<file path="src/rtl/flash_poll_pkg.sv">
package flash_poll_pkg;
  typedef enum logic [2:0] {
    ST_IDLE,
    ST_POLL,
    ST_RECHK,
    ST_CONFIRM,
    ST_RSTCMD
  } poll_state_e;

  typedef enum logic [1:0] {
    CAUSE_DEV_FAIL = 2'd0,
    CAUSE_LIMIT    = 2'd1,
    CAUSE_MISMATCH = 2'd2
  } fail_cause_e;
endpackage

</file>
<file path="src/rtl/poll_status_eval.sv">
module poll_status_eval #(
  parameter int DW       = 8,
  parameter int STAT_BIT = 7,
  parameter int FAIL_BIT = 5
) (
  input  logic [DW-1:0] rdata_i,
  input  logic [DW-1:0] exp_i,
  input  logic          erase_i,
  output logic          stat_true_o,
  output logic          fail_set_o,
  output logic          word_ok_o
);
  logic [DW-1:0] want;
  logic          true_bit;

  always_comb begin
    want        = erase_i ? {DW{1'b1}} : exp_i;
    true_bit    = want[STAT_BIT];
    stat_true_o = (rdata_i[STAT_BIT] == true_bit);
    fail_set_o  = rdata_i[FAIL_BIT];
    word_ok_o   = (rdata_i == want);
  end
endmodule

</file>
<file path="src/rtl/poll_budget.sv">
module poll_budget #(
  parameter int CW = 16
) (
  input  logic          clk_i,
  input  logic          rst_ni,
  input  logic          load_i,
  input  logic [CW-1:0] limit_i,
  input  logic          step_i,
  output logic          last_o
);
  logic [CW-1:0] cnt_q, lim_q;

  always_ff @(posedge clk_i or negedge rst_ni) begin
    if (!rst_ni) begin
      cnt_q <= '0;
      lim_q <= CW'(1);
    end else if (load_i) begin
      cnt_q <= '0;
      lim_q <= (limit_i == '0) ? CW'(1) : limit_i;
    end else if (step_i) begin
      cnt_q <= cnt_q + CW'(1);
    end
  end

  assign last_o = ({1'b0, cnt_q} + (CW+1)'(1)) >= {1'b0, lim_q};

  p_no_step_past_limit_r7: assert property (@(posedge clk_i) disable iff (!rst_ni)
    step_i |-> !last_o);
  p_count_in_range_r7: assert property (@(posedge clk_i) disable iff (!rst_ni)
    cnt_q < lim_q);
endmodule

</file>
<file path="src/rtl/poll_seq.sv">
module poll_seq
  import flash_poll_pkg::*;
#(
  parameter int DW = 8,
  parameter int AW = 20
) (
  input  logic          clk_i,
  input  logic          rst_ni,
  input  logic          start_i,
  input  logic          erase_i,
  input  logic [AW-1:0] addr_i,
  input  logic [DW-1:0] exp_data_i,
  input  logic          bus_ack_i,
  input  logic          stat_true_i,
  input  logic          fail_set_i,
  input  logic          word_ok_i,
  input  logic          budget_last_i,
  output logic          budget_load_o,
  output logic          budget_step_o,
  output logic [DW-1:0] exp_q_o,
  output logic          erase_q_o,
  output logic          bus_req_o,
  output logic          bus_we_o,
  output logic [AW-1:0] bus_addr_o,
  output logic          busy_o,
  output logic          done_o,
  output logic          err_o,
  output logic [1:0]    err_cause_o
);
  poll_state_e   state_q, state_d;
  fail_cause_e   cause_q, cause_d;
  logic [AW-1:0] addr_q;
  logic [DW-1:0] exp_q;
  logic          erase_q;
  logic          done_d, err_d, done_q, err_q;
  logic          accept;

  assign accept = start_i && (state_q == ST_IDLE);

  always_comb begin
    state_d       = state_q;
    cause_d       = cause_q;
    done_d        = 1'b0;
    err_d         = 1'b0;
    budget_step_o = 1'b0;
    unique case (state_q)
      ST_IDLE: if (start_i) state_d = ST_POLL;
      ST_POLL: if (bus_ack_i) begin
        if (stat_true_i)      state_d = ST_CONFIRM;
        else if (fail_set_i)  state_d = ST_RECHK;
        else if (budget_last_i) begin
          state_d = ST_RSTCMD;
          cause_d = CAUSE_LIMIT;
        end else budget_step_o = 1'b1;
      end
      ST_RECHK: if (bus_ack_i) begin
        if (stat_true_i) state_d = ST_CONFIRM;
        else begin
          state_d = ST_RSTCMD;
          cause_d = CAUSE_DEV_FAIL;
        end
      end
      ST_CONFIRM: if (bus_ack_i) begin
        state_d = ST_IDLE;
        if (word_ok_i) done_d = 1'b1;
        else begin
          err_d   = 1'b1;
          cause_d = CAUSE_MISMATCH;
        end
      end
      ST_RSTCMD: if (bus_ack_i) begin
        state_d = ST_IDLE;
        err_d   = 1'b1;
      end
      default: state_d = ST_IDLE;
    endcase
  end

  always_ff @(posedge clk_i or negedge rst_ni) begin
    if (!rst_ni) begin
      state_q <= ST_IDLE;
      cause_q <= CAUSE_DEV_FAIL;
      addr_q  <= '0;
      exp_q   <= '0;
      erase_q <= 1'b0;
      done_q  <= 1'b0;
      err_q   <= 1'b0;
    end else begin
      state_q <= state_d;
      cause_q <= cause_d;
      done_q  <= done_d;
      err_q   <= err_d;
      if (accept) begin
        addr_q  <= addr_i;
        exp_q   <= exp_data_i;
        erase_q <= erase_i;
      end
    end
  end

  assign budget_load_o = accept;
  assign exp_q_o       = exp_q;
  assign erase_q_o     = erase_q;
  assign bus_req_o     = (state_q != ST_IDLE);
  assign bus_we_o      = (state_q == ST_RSTCMD);
  assign bus_addr_o    = addr_q;
  assign busy_o        = (state_q != ST_IDLE);
  assign done_o        = done_q;
  assign err_o         = err_q;
  assign err_cause_o   = cause_q;

  p_req_hold_r10: assert property (@(posedge clk_i) disable iff (!rst_ni)
    (bus_req_o && !bus_ack_i) |=> (bus_req_o && $stable(bus_addr_o) && $stable(bus_we_o)));
  p_start_ignored_r9: assert property (@(posedge clk_i) disable iff (!rst_ni)
    (busy_o && start_i) |=> $stable(addr_q));
  p_single_pulse_r8: assert property (@(posedge clk_i) disable iff (!rst_ni)
    (done_o || err_o) |=> !(done_o || err_o));
  p_exclusive_r8: assert property (@(posedge clk_i) disable iff (!rst_ni)
    !(done_o && err_o));
  p_pulse_when_idle_r8: assert property (@(posedge clk_i) disable iff (!rst_ni)
    (done_o || err_o) |-> !busy_o);
  p_done_after_confirm_r4: assert property (@(posedge clk_i) disable iff (!rst_ni)
    done_o |-> $past(state_q == ST_CONFIRM));
  p_rstcmd_then_err_r6: assert property (@(posedge clk_i) disable iff (!rst_ni)
    (bus_we_o && bus_ack_i) |=> (err_o && err_cause_o != 2'd2));
endmodule

</file>
<file path="src/rtl/flash_done_poller.sv">
module flash_done_poller #(
  parameter int          DW       = 8,
  parameter int          AW       = 20,
  parameter int          CW       = 16,
  parameter int          STAT_BIT = 7,
  parameter int          FAIL_BIT = 5,
  parameter logic [7:0]  RST_CMD  = 8'hF0
) (
  input  logic          clk_i,
  input  logic          rst_ni,
  input  logic          start_i,
  input  logic          erase_i,
  input  logic [AW-1:0] addr_i,
  input  logic [DW-1:0] exp_data_i,
  input  logic [CW-1:0] limit_i,
  output logic          bus_req_o,
  output logic          bus_we_o,
  output logic [AW-1:0] bus_addr_o,
  output logic [DW-1:0] bus_wdata_o,
  input  logic          bus_ack_i,
  input  logic [DW-1:0] bus_rdata_i,
  output logic          busy_o,
  output logic          done_o,
  output logic          err_o,
  output logic [1:0]    err_cause_o
);
  localparam logic [DW-1:0] RstWord = DW'(RST_CMD);

  logic          stat_true, fail_set, word_ok;
  logic          b_load, b_step, b_last;
  logic [DW-1:0] exp_q;
  logic          erase_q;

  poll_status_eval #(.DW(DW), .STAT_BIT(STAT_BIT), .FAIL_BIT(FAIL_BIT)) u_eval (
    .rdata_i(bus_rdata_i), .exp_i(exp_q), .erase_i(erase_q),
    .stat_true_o(stat_true), .fail_set_o(fail_set), .word_ok_o(word_ok)
  );

  poll_budget #(.CW(CW)) u_budget (
    .clk_i(clk_i), .rst_ni(rst_ni), .load_i(b_load), .limit_i(limit_i),
    .step_i(b_step), .last_o(b_last)
  );

  poll_seq #(.DW(DW), .AW(AW)) u_seq (
    .clk_i(clk_i), .rst_ni(rst_ni), .start_i(start_i), .erase_i(erase_i),
    .addr_i(addr_i), .exp_data_i(exp_data_i), .bus_ack_i(bus_ack_i),
    .stat_true_i(stat_true), .fail_set_i(fail_set), .word_ok_i(word_ok),
    .budget_last_i(b_last), .budget_load_o(b_load), .budget_step_o(b_step),
    .exp_q_o(exp_q), .erase_q_o(erase_q), .bus_req_o(bus_req_o),
    .bus_we_o(bus_we_o), .bus_addr_o(bus_addr_o), .busy_o(busy_o),
    .done_o(done_o), .err_o(err_o), .err_cause_o(err_cause_o)
  );

  assign bus_wdata_o = bus_we_o ? RstWord : '0;

  p_wdata_on_write_r6: assert property (@(posedge clk_i) disable iff (!rst_ni)
    (bus_req_o && bus_we_o) |-> (bus_wdata_o == RstWord));
endmodule

</file>
<file path="config.mk">
export PLATFORM = sky130hd
export DESIGN_NAME = flash_done_poller
export DESIGN_NICKNAME = d
export VERILOG_FILES = /design/src/rtl/flash_poll_pkg.sv /design/src/rtl/poll_status_eval.sv /design/src/rtl/poll_budget.sv /design/src/rtl/poll_seq.sv /design/src/rtl/flash_done_poller.sv
export SDC_FILE = /design/constraint.sdc
export NUM_CORES = 1
export LEC_CHECK = 0
export BUFFER_PORTS_ARGS = -buffer_cell sky130_fd_sc_hd__clkbuf_2
export CAP_MARGIN = 30
export CELL_PAD_IN_SITES_DETAIL_PLACEMENT = 1
export CELL_PAD_IN_SITES_GLOBAL_PLACEMENT = 1
export CORE_UTILIZATION = 44
export DETAILED_ROUTE_END_ITERATION = 7
export PLACE_DENSITY = 0.86
export SETUP_SLACK_MARGIN = 0.05
export SLEW_MARGIN = 30
export SYNTH_ARGS = -nofsm -noshare
export SYNTH_HDL_FRONTEND = slang
export SYNTH_HIERARCHICAL = 1
export SYNTH_SLANG_ARGS = --single-unit
</file>
<file path="constraint.sdc">
create_clock -name clk_i -period 10.35 [get_ports clk_i]
set_clock_uncertainty 0.2 [all_clocks]
set_input_delay 0 -clock clk_i [delete_from_list [all_inputs] [get_ports clk_i]]
set_output_delay 0 -clock clk_i [all_outputs]
set_load 0.02 [all_outputs]
</file>
==> flow_summary.yaml, run 1 <==
clocking:
  cts_setup_buffers: 0
  clock_path_buffers: 2
  clkSlewWorstSetupHoldPaths_ns: 0.08
  clock-sinks: 68
  post_cts_resized: 0
  root_buffer: "clkbuf_8"
  tritoncts: "built"
  cts_made_buffers: 9
  ctsHoldBuffers: 60
  htree_levels: 3
  clock_latency_ns: 0.36
global_route:
  grt_max_degree: 69
  overflow: 0
  grt_util_all_layers_pct: 30.7
  antenna_found_initial: 0
  grt_pass1_wl_um: 20000
  grt_pass1_vias: 3819
logic_synthesis:
  netlist_area_um2: 3790
  ys_seq_area_share_pct: 44.9
  synthFlopType: "dfrtp_1"
  postSynthCellCount: 365
  synth_edf_count: 0
  synth.distinct_cells: 53
  synthArstFlopShare_pct: 100
  synth_seq_cells: 68
  synth_warnings: 6
  avgSynthCellArea_um2: 10.4
setup_path:
  start_kind: "flop"
  worst_path_largest_cell_delay_ns: 0.53
  cpLargestDelayFamily: "simple AND/OR/NAND/NOR gates"
  r2r_slack_ns: 5.37
  criticalPathCategory: "reg2reg"
  reg2reg_to: "u_budget/cnt_q[9]"
  endpoint_kind: "flop"
  rr_worst_depth: 16
  crit_required_ns: 10.41
  crit_path_max_fanout: 15
  arrival_ns: 5.04
  critPathSlowestCell: "nor2_2"
  crit_chain: "ha_1 -> nand4_1 -> nor3_2 -> nand2_1 -> xnor2_1 -> ha_1 -> and3_1 -> a221o_1 -> nand3_1 -> o211ai_1 -> a221o_1 -> nand3b_1 -> nor2_2 -> nand4_1 -> or3_1 -> a21oi_1"
  critPathBufInv: 0
  regToRegStartpoint: "u_budget/cnt_q[0]"
power_and_ir_drop:
  power_mw: 1.16
  power_density_nw_per_um2: 232
  power_leakage_nw: 2.40
  switching_share_pct: 42.1
  peakVddDrop_mv: 0.128
  pwr-share-comb_pct: 41.8
  power.switching_uw: 488
  seq_power_share_pct: 39.9
  p_int_uw: 670
  clockPowerShare_pct: 18.3
final_layout:
  postLayoutCellArea_um2: 4990
  fillerInstances: 945
  final_util_pct: 60.1
  drive_gt1_share_pct: 22.6
  syn2layout_area_growth_pct: 31.4
  layout.nets: 574
  final_cells: 610
  n_antenna_cell: 0
die:
  rows: 33
  die_w_um: 94.9
  boundaryPins: 92
  core_region_area_um2: 8300
  die_height_um: 94.9
  start_util_pct: 45.7
  fp.dieArea_um2: 9000
placement:
  dpl.cell_count: 533
  place_area_um2: 4190
  gp_congestion: 0.859
  dp_slack_ns: 5.26
  dp_hpwl_um: 6670
  io_buffers: 87
route:
  dr.pass1.iters: 6
  wl_per_cell_um: 20.7
  num_vias: 3360
  avgViaCountPerCell: 5.51
  drc: 0
  first_iter_violations: 154
  wl_um: 12600
  postRouteAntennaNets: 0
timing:
  hold_viol: 0
  rsz0062_at_grt: "false"
  slew_headroom_pct: 56.3
  final_max_slew_viol_count: 0
  min_period_over_period_pct: 48.1
  finalWorstSetupSlack_ns: 5.37
  setup_viol: 0
  setup_tns_ns: 0
  worst_slew_pin_slew_ns: 0.655
  fmax_mhz: 201
  min_period_ns: 4.98
  whs_ns: 0.0699
flow_run:
  max_cap_viol_count: 0
worst_hold_path:
  hold_end: "u_seq/state_q[2]"
  hold_start: "bus_rdata_i[5]"
  whs_path_depth: 5
  hp-class: "in2reg"
status:
  status: "complete, no violations"
routing by layer:
| metal | share of wire [%] | track usage (%) |
|---|---|---|
| met1 | 35 | 29.4 |
| met2 | 55 | 58.6 |
| met3 | 4.2 | 7.57 |
| met4 | 5.6 | 18.2 |
| met5 | 0 | 0 |
synth_stat cells, drive strengths merged (2+ instances only):
master,count,area share (%)
buf,22,4.8
mux2i,2,0.53
nand4,9,1.5
nor2,26,2.6
xor2,22,5.1
a21oi,8,1.1
ha,17,5.6
a21o,7,1.4
a31oi,5,0.82
inv,18,1.8
a221o,2,0.53
nand2,28,3.0
nor4,5,1.4
xnor2,11,2.5
and3,2,0.33
mux2,29,8.6
o21ai,19,2.5
o41ai,4,1.1
dfrtp,67,44
or3,2,0.33
nand2b,4,0.66
nor3b,3,0.59
clkbuf,7,0.73
nand3,20,2.9
nor3,9,1.3
state kept, by name, indices dropped and copies added, names as in the netlist:
signal / cells
u_seq/state_q: 3
u_seq/exp_q_o: 8
u_seq/err_o: 1
u_seq/erase_q_o: 1
u_budget/cnt_q: 16
u_seq/bus_addr_o: 20
u_budget/lim_q: 16
u_seq/err_cause_o: 2
u_seq/done_o: 1
power groups by stage:
stage / registers (mW) / clock network (mW) / logic, mW
2_1_floorplan: 0.475 / 0 / 0.258
3_3_place_gp: 0.442 / 0 / 0.389
3_5_place_dp: 0.454 / 0 / 0.412
4_1_cts: 0.450 / 0.211 / 0.455
5_1_grt: 0.472 / 0.228 / 0.521
6_report: 0.462 / 0.212 / 0.484
cell families (layout without fill, tap and decap cells):
| kind of cell | after synthesis | count (layout) | share of synthesized area, % |
|---|---|---|---|
| xor gates and xnor gates | 33 | 33 | 7.62 |
| buffers and inverters | 48 | 185 | 7.38 |
| DFF | 68 | 68 | 44.9 |
| and+or+nand+nor | 112 | 112 | 15.5 |
| adders and majority gates | 17 | 17 | 5.60 |
| other | 1 | 4 | 0.0988 |
| AOI/OAI and AO/OA | 55 | 55 | 9.76 |
| muxes | 31 | 31 | 9.13 |
cell type report:
| class | instances | area, µm² | area share, % |
|---|---|---|---|
| Multi-Input combinational cell | 252 | 1830 | 36.8 |
| Sequential cell | 68 | 1700 | 34.2 |
| Timing Repair Buffer | 150 | 1060 | 21.3 |
| Clock buffer | 15 | 176 | 3.54 |
| Tap cell | 105 | 131 | 2.63 |
| Inverter | 19 | 71.3 | 1.43 |
| Clock inverter | 1 | 7.51 | 0.151 |
worst min-delay path: stages:
cell	delay (ns)
clkbuf_2	0.16
or2_1	0.15
nor3_1	0.07
nand4_1	0.12
o21ai_1	0.08
cells in the final DEF (no fill, tap or decap), types with 5 or more instances in the layout:
cell type      instances
a31oi_1                5
ha_1                  17
nand4_1                9
dfrtp_1               67
xnor2_1               11
nor2_1                24
clkbuf_2              87
dlygate4sd3_1         60
mux2_1                29
a21oi_1                8
nand3_1               18
a21o_1                 7
xor2_1                22
inv_1                 18
o21ai_0               17
clkbuf_8              12
nor3_1                 8
nand2_1               27
worst max-delay path by stage:
| stage | startpoint | endpoint | cells past startpoint |
|---|---|---|---|
| floorplan | u_budget/cnt_q[0] | u_budget/cnt_q[15] | 17 |
| global placement | u_budget/cnt_q[0] | u_budget/cnt_q[9] | 16 |
| CTS | u_budget/cnt_q[0] | u_budget/cnt_q[9] | 16 |
| detailed placement | u_budget/cnt_q[0] | u_budget/cnt_q[9] | 16 |
| finish | u_budget/cnt_q[0] | u_budget/cnt_q[9] | 16 |
| global route | u_budget/cnt_q[0] | u_budget/cnt_q[9] | 16 |
Power figures use the tool's default switching activity.
==> run 2, diff against run 1 <==
--- a/config.mk
+++ b/config.mk
@@ -9,9 +9,9 @@
 export CAP_MARGIN = 30
 export CELL_PAD_IN_SITES_DETAIL_PLACEMENT = 1
 export CELL_PAD_IN_SITES_GLOBAL_PLACEMENT = 1
-export CORE_UTILIZATION = 44
+export CORE_UTILIZATION = 37
 export DETAILED_ROUTE_END_ITERATION = 7
-export PLACE_DENSITY = 0.86
+export PLACE_DENSITY = 0.77
 export SETUP_SLACK_MARGIN = 0.05
 export SLEW_MARGIN = 30
 export SYNTH_ARGS = -nofsm -noshare
==> constraint.sdc (replaced) <==
create_clock -name clk_i -period 4.35 [get_ports clk_i]
set_clock_uncertainty 0.2 [all_clocks]
set_input_delay 0 -clock clk_i [delete_from_list [all_inputs] [get_ports clk_i]]
set_output_delay 0 -clock clk_i [all_outputs]
set_load 0.02 [all_outputs]
==> run 2 against run 1 <==
Via count shrank 4.3%. First-iteration DRC count shrank 35%. Total power grew 130%. Core utilization shrank 9.2 points. Count of clock-buffer cells in the layout shrank 5. Critical endpoint is now u_budget/cnt_q[3]. Largest cell class unchanged. Highest routed layer unchanged.
==> flow_summary.yaml, run 2 (synthesis results as in run 1) <==
worst_hold_path:
  hp-class: "in2reg"
final_layout:
  layout.cells.most_common: "clkbuf_2"
  n_antenna_cell: 0
  final_cell_mix: "86 x clkbuf_2, 64 x dfrtp_1, 51 x dlygate4sd3_1"
  syn2layout_area_growth_pct: 32.2
  final_util_pct: 50.8
  drive_gt1_share_pct: 25.1
  largest_reg_flops: 20
  layout.nets: 570
power_and_ir_drop:
  peakVddDrop_mv: 0.204
  power_density_nw_per_um2: 533
  power.switching_mw: 1.08
  clockPowerShare_pct: 20.4
  pwr-share-comb_pct: 39.2
  p_int_mw: 1.59
  power_leakage_nw: 2.42
  switching_share_pct: 40.4
  seq_power_share_pct: 40.4
flow_run:
  max_cap_viol_count: 0
clocking:
  tritoncts: "built"
  cts_made_buffers: 9
  clock_path_buffers: 2
  root_buffer: "clkbuf_8"
  clkSlewWorstSetupHoldPaths_ns: 0.09
  clock-sinks: 68
  htree_levels: 3
  clock_latency_ns: 0.34
route:
  wl_per_cell_um: 17.2
  dr_wl_met3_um: 380
  postRouteAntennaNets: 0
  met1_length_um: 4460
  wl_um: 10900
  num_vias: 3214
  dr.pass1.iters: 4
  topRoutingLayerUsed: "met4"
  first_iter_violations: 100
  drc: 0
  dr_wl_met2_um: 5840
  avgViaCountPerCell: 5.07
timing:
  min_period_ns: 4.07
  slew_headroom_pct: 44.6
  setup_tns_ns: 0
  min_period_over_period_pct: 93.5
  whs_ns: 0.0785
  rsz0062_at_grt: "false"
  final_max_slew_viol_count: 0
  fmax_mhz: 246
  setup_viol: 0
  worst_slew_pin_slew_ns: 0.831
  finalWorstSetupSlack_ns: 0.281
  hold_viol: 0
setup_path:
  reg2reg_to: "u_budget/cnt_q[3]"
  criticalPathCategory: "reg2reg"
  arrival_ns: 4.05
  crit_chain: "buf_4 -> nand3_2 -> nor4_4 -> xor2_1 -> ha_1 -> and3_1 -> a221o_1 -> nand3_1 -> o211ai_1 -> a221o_1 -> nand3b_1 -> nor2_2 -> buf_6 -> nand4_1 -> xor2_1 -> nor2_1"
  start_kind: "flop"
  rr_worst_depth: 16
  crit_path_max_fanout: 14
  r2r_slack_ns: 0.28
  endpoint_kind: "flop"
  regToRegStartpoint: "u_budget/cnt_q[0]"
  critPathCapture: "u_budget/cnt_q[3]"
  crit_required_ns: 4.33
  critPathSlowestCell: "nor4_4"
  worst_path_largest_cell_delay_ns: 0.44
  crit_start: "u_budget/cnt_q[0]"
die:
  die_w_um: 103
  fp.dieArea_um2: 10700
  start_util_pct: 38.5
  core_region_area_um2: 9860
  boundaryPins: 92
  die_height_um: 103
  rows: 36
global_route:
  grt_pass1_vias: 3386
  antenna_found_initial: 0
  grt_util_all_layers_pct: 21.3
  grt_pass1_wl_um: 16900
  overflow: 0
  grt_max_degree: 78
status:
  status: "complete, no violations"
placement:
  dp_hpwl_um: 6610
  dp_slack_ns: 0.130
  gp_congestion: 0.826
  io_buffers: 87
[run 2: cell count changes in the layout (fill, tap and decap cells not counted), moves of 2 or more]
cell           previous run  this run
clkbuf_1                  3         0
clkinv_4                  0         2
dfrtp_1                  67        64
buf_4                     2         7
dfrtp_2                   0         3
dlygate4sd3_1            60        51
clkbuf_8                 12        10
[run 2: stage by stage]
stage | power, mW | instances | area (µm²)
after floorplan | 1.75 | 368 | 3810
after global placement | 1.99 | 563 | 4240
after detailed placement | 2.06 | 563 | 4240
after CTS | 2.64 | 630 | 4960
after global routing | 2.86 | 634 | 5020
final | 2.67 | 634 | 5020
[run 2: worst max-delay path, delay by kind of cell (launching register included)]
kind | cells | cell delay, ns
AOI/OAI and AO/OA | 3 | 0.84
buffers and inverters | 2 | 0.33
xor gates and xnor gates | 2 | 0.38
and+or+nand+nor | 8 | 1.44
DFF | 1 | 0.43
adders and majority gates | 1 | 0.27
[run 2: power groups by stage]
| stage | Clock, mW | Sequential [mW] | Combinational [mW] |
|---|---|---|---|
| after floorplan | 0 | 1.13 | 0.614 |
| after global placement | 0 | 1.06 | 0.934 |
| after detailed placement | 0 | 1.08 | 0.977 |
| after CTS | 0.552 | 1.07 | 1.02 |
| after global routing | 0.584 | 1.12 | 1.16 |
| final | 0.545 | 1.08 | 1.05 |
[run 2: worst min path at each step]
stage	from	endpoint	slack, ns	depth (start not counted)
6_report	bus_rdata_i[5]	u_seq/state_q[2]	0.08	5
4_1_cts	bus_rdata_i[5]	u_seq/state_q[0]	0.04	5
2_1_floorplan	rst_ni	u_budget/cnt_q[0]	-0.50	0
3_5_place_dp	rst_ni	u_seq/exp_q_o[5]	-0.06	1
5_1_grt	bus_rdata_i[5]	u_seq/state_q[2]	0.13	5
3_3_place_gp	rst_ni	u_seq/exp_q_o[3]	-0.07	1
[run 2: metal layers]
| layer | vias to the layer above | track usage [%] |
|---|---|---|
| li1 | 1514 | - |
| met1 | 1598 | 23.8 |
| met2 | 83 | 41.2 |
| met3 | 19 | 4.03 |
| met4 | 0 | 5.63 |
| met5 | - | 0 |
[run 2: final cells by class]
cell class | instances | area, µm²
Clock buffer | 10 | 138
Tap cell | 133 | 166
Fill cell | 1112 | 4850
Clock inverter | 6 | 71.3
Timing Repair Buffer | 146 | 1010
Inverter | 19 | 71.3
Sequential cell | 68 | 1710
Multi-Input combinational cell | 252 | 1850
[run 2: what timing repair did]
action,CTS,global route
endpoints found under the hold margin,86,0
buffers inserted,0,4
resized for setup,0,8
hold buffers,51,0
setup endpoints to repair,0,16
==> run 3, diff against run 2 <==
--- a/config.mk
+++ b/config.mk
@@ -5,13 +5,14 @@
 export SDC_FILE = /design/constraint.sdc
 export NUM_CORES = 1
 export LEC_CHECK = 0
+export ABC_AREA = 1
 export BUFFER_PORTS_ARGS = -buffer_cell sky130_fd_sc_hd__clkbuf_2
 export CAP_MARGIN = 30
 export CELL_PAD_IN_SITES_DETAIL_PLACEMENT = 1
 export CELL_PAD_IN_SITES_GLOBAL_PLACEMENT = 1
-export CORE_UTILIZATION = 37
+export CORE_UTILIZATION = 35
 export DETAILED_ROUTE_END_ITERATION = 7
-export PLACE_DENSITY = 0.77
+export PLACE_DENSITY = 0.78
 export SETUP_SLACK_MARGIN = 0.05
 export SLEW_MARGIN = 30
 export SYNTH_ARGS = -nofsm -noshare
==> run 3 against run 2 <==
Count of clock-buffer cells in the layout grew 1. Fmax up 11%. Sequential power about the same. Sequential cell count unchanged. Core utilization is 2.6 points lower. Highest routed layer unchanged.
==> flow_summary.yaml, run 3 <==
setup_path:
  criticalPathCategory: "reg2reg"
  start_kind: "flop"
  rr_worst_depth: 23
  regToRegStartpoint: "u_budget/cnt_q[0]"
  arrival_ns: 3.72
  path_common_cell: "nand2_1"
  worst_path_largest_cell_delay_ns: 0.43
  r2r_slack_ns: 0.69
  reg2reg_to: "u_budget/cnt_q[0]"
  endpoint_kind: "flop"
  crit_required_ns: 4.40
  crit_path_max_fanout: 10
  crit_chain: "ha_1 -> nand2_1 -> inv_1 -> nand2_2 -> nor2_4 -> nand4_1 -> and2_1 -> ha_1 -> nand2_1 -> nand2_1 -> nand2_1 -> nand2_1 -> nand2_1 -> nand3_1 -> nand2_1 -> nand3_1 -> inv_1 -> nand4_1 -> nor2_1 -> nor2_4 -> nor2_4 -> inv_1 -> o21ai_0"
  critPathSlowestCell: "dfrtp_1"
timing:
  rsz0062_at_grt: "false"
  min_period_ns: 3.66
  finalWorstSetupSlack_ns: 0.687
  setup_viol: 0
  final_max_slew_viol_count: 0
  slew_headroom_pct: 57.0
  hold_viol: 0
  min_period_over_period_pct: 84.2
  fmax_mhz: 273
  worst_slew_pin_slew_ns: 0.645
  setup_tns_ns: 0
power_and_ir_drop:
  power.switching_mw: 1.37
  pwr-share-comb_pct: 47.5
  power_leakage_nw: 2.76
  p_int_mw: 1.65
  peakVddDrop_mv: 0.255
  clockPowerShare_pct: 16.7
  switching_share_pct: 45.4
  seq_power_share_pct: 35.8
  power_density_nw_per_um2: 598
die:
  start_util_pct: 36.6
  boundaryPins: 92
  die_w_um: 107
  die_height_um: 107
  fp.dieArea_um2: 11400
  core_region_area_um2: 10500
  rows: 37
clocking:
  root_buffer: "clkbuf_8"
  clock-sinks: 68
  clkSlewWorstSetupHoldPaths_ns: 0.07
  cts_made_buffers: 9
  htree_levels: 3
  cts_setup_buffers: 0
  tritoncts: "built"
  clock_path_buffers: 2
  clock_latency_ns: 0.34
logic_synthesis:
  synth_edf_count: 0
  synthMostInstantiatedCell: "nand2_1"
  yosys.area.top_type: "dfrtp_1"
  netlist_top_cells_area: "dfrtp_1 44%, nand2_1 20%, ha_1 5.5%"
  synth_seq_cells: 68
  postSynthCellCount: 516
  synthFlopType: "dfrtp_1"
  ys_seq_area_share_pct: 44.2
  synth_commonest_cells: "202 x nand2_1, 67 x dfrtp_1, 56 x inv_1, 36 x nor2_1, 25 x o21ai_0"
  avgSynthCellArea_um2: 7.46
  synthArstFlopShare_pct: 100
  netlist_area_um2: 3850
  synth_warnings: 6
  netlist.area_leader.share_pct: 43.5
  synth.distinct_cells: 33
global_route:
  antenna_found_initial: 0
  grt_util_all_layers_pct: 22.2
  grt_pass1_wl_um: 19700
  grt_pass1_vias: 4195
  overflow: 0
  grt_max_degree: 69
final_layout:
  n_antenna_cell: 0
  layout.nets: 726
  largest_reg_flops: 20
  layout.cells.most_common: "nand2_1"
  final_cell_mix: "202 x nand2_1, 86 x clkbuf_2, 67 x dfrtp_1"
  syn2layout_area_growth_pct: 31.6
  drive_gt1_share_pct: 19.0
placement:
  dp_hpwl_um: 8010
  gp_congestion: 0.832
  io_buffers: 87
  dp_slack_ns: 0.733
route:
  num_vias: 3818
  dr.pass1.iters: 5
  wl_per_cell_um: 14.8
  drc: 0
  first_iter_violations: 109
  wl_um: 11700
  postRouteAntennaNets: 0
  avgViaCountPerCell: 4.81
worst_hold_path:
  hold_start: "start_i"
  hp-class: "in2reg"
  hold_end: "u_seq/exp_q_o[5]"
  whs_path_depth: 5
status:
  status: "complete, no violations"
flow_run:
  max_cap_viol_count: 0
-- run 3: worst max-delay path by stage --
stage	startpoint	endpoint	cells past startpoint
4_1_cts	u_budget/cnt_q[0]	u_budget/cnt_q[0]	23
3_3_place_gp	u_budget/cnt_q[0]	u_budget/cnt_q[0]	23
5_1_grt	u_budget/cnt_q[0]	u_budget/cnt_q[0]	23
6_report	u_budget/cnt_q[0]	u_budget/cnt_q[0]	23
3_5_place_dp	u_budget/cnt_q[0]	u_budget/cnt_q[0]	23
2_1_floorplan	u_budget/cnt_q[0]	u_budget/cnt_q[0]	23
-- run 3: final cells by class --
type	count	area [µm²]
timing repair buffer	143	992
clock inverter	5	53.8
sequential	68	1700
fill	1353	5440
inverter	59	221
tap	136	170
multi-input combinational	371	1800
clock buffer	11	131
-- run 3: what timing repair did --
item                      4_1_cts  5_1_grt
hold buffers                   53        0
gates resized for setup         0        0
hold endpoints to repair      116        0
-- run 3: cells by family after synthesis --
kind of cell	count (synthesis)	synth area share [%]
AOI/OAI and AO/OA	47	6.70
xor gates and xnor gates	5	1.14
adders and majority gates	17	5.52
buffers and inverters	80	9.42
DFF	68	44.2
other	1	0.0974
and+or+nand+nor	298	32.9
-- run 3: metrics by stage --
stage | hold WS [ns] | total power [mW] | utilization (%) | instances | instance area [µm²]
after global routing | 0.0269 | 3.30 | 48.2 | 793 | 5070
after floorplan | -0.496 | 2.05 | - | 519 | 3860
final | 0.0228 | 3.03 | 48.2 | 793 | 5070
after global placement | -0.00436 | 2.37 | 41.4 | 724 | 4350
after CTS | 0.00368 | 3.04 | 48.2 | 793 | 5060
after detailed placement | 0.00230 | 2.46 | 41.4 | 724 | 4350
-- run 3: worst max-delay path, delay by kind of cell, from the launching register on --
kind / cells / cell delay, ns
and+or+nand+nor: 17 / 1.87
AOI/OAI and AO/OA: 1 / 0.19
adders and majority gates: 2 / 0.50
DFF: 1 / 0.43
buffers and inverters: 3 / 0.39
-- run 3: layer usage --
| metal | track usage (%) | vias up | share of wire, % |
|---|---|---|---|
| met5 | 0 | - | 0 |
| met4 | 8.90 | 0 | 2.6 |
| met3 | 4.13 | 25 | 3.3 |
| met2 | 41.4 | 101 | 53 |
| met1 | 24.8 | 1815 | 41 |
| li1 | - | 1877 | - |
-- run 3: power groups by stage --
stage          sequential [mW]  combinational, mW  clock, mW
6_report                  1.08               1.44      0.505
2_1_floorplan             1.16              0.884          0
3_3_place_gp              1.07               1.30          0
3_5_place_dp              1.09               1.37          0
4_1_cts                   1.08               1.43      0.525
5_1_grt                   1.12               1.62      0.555
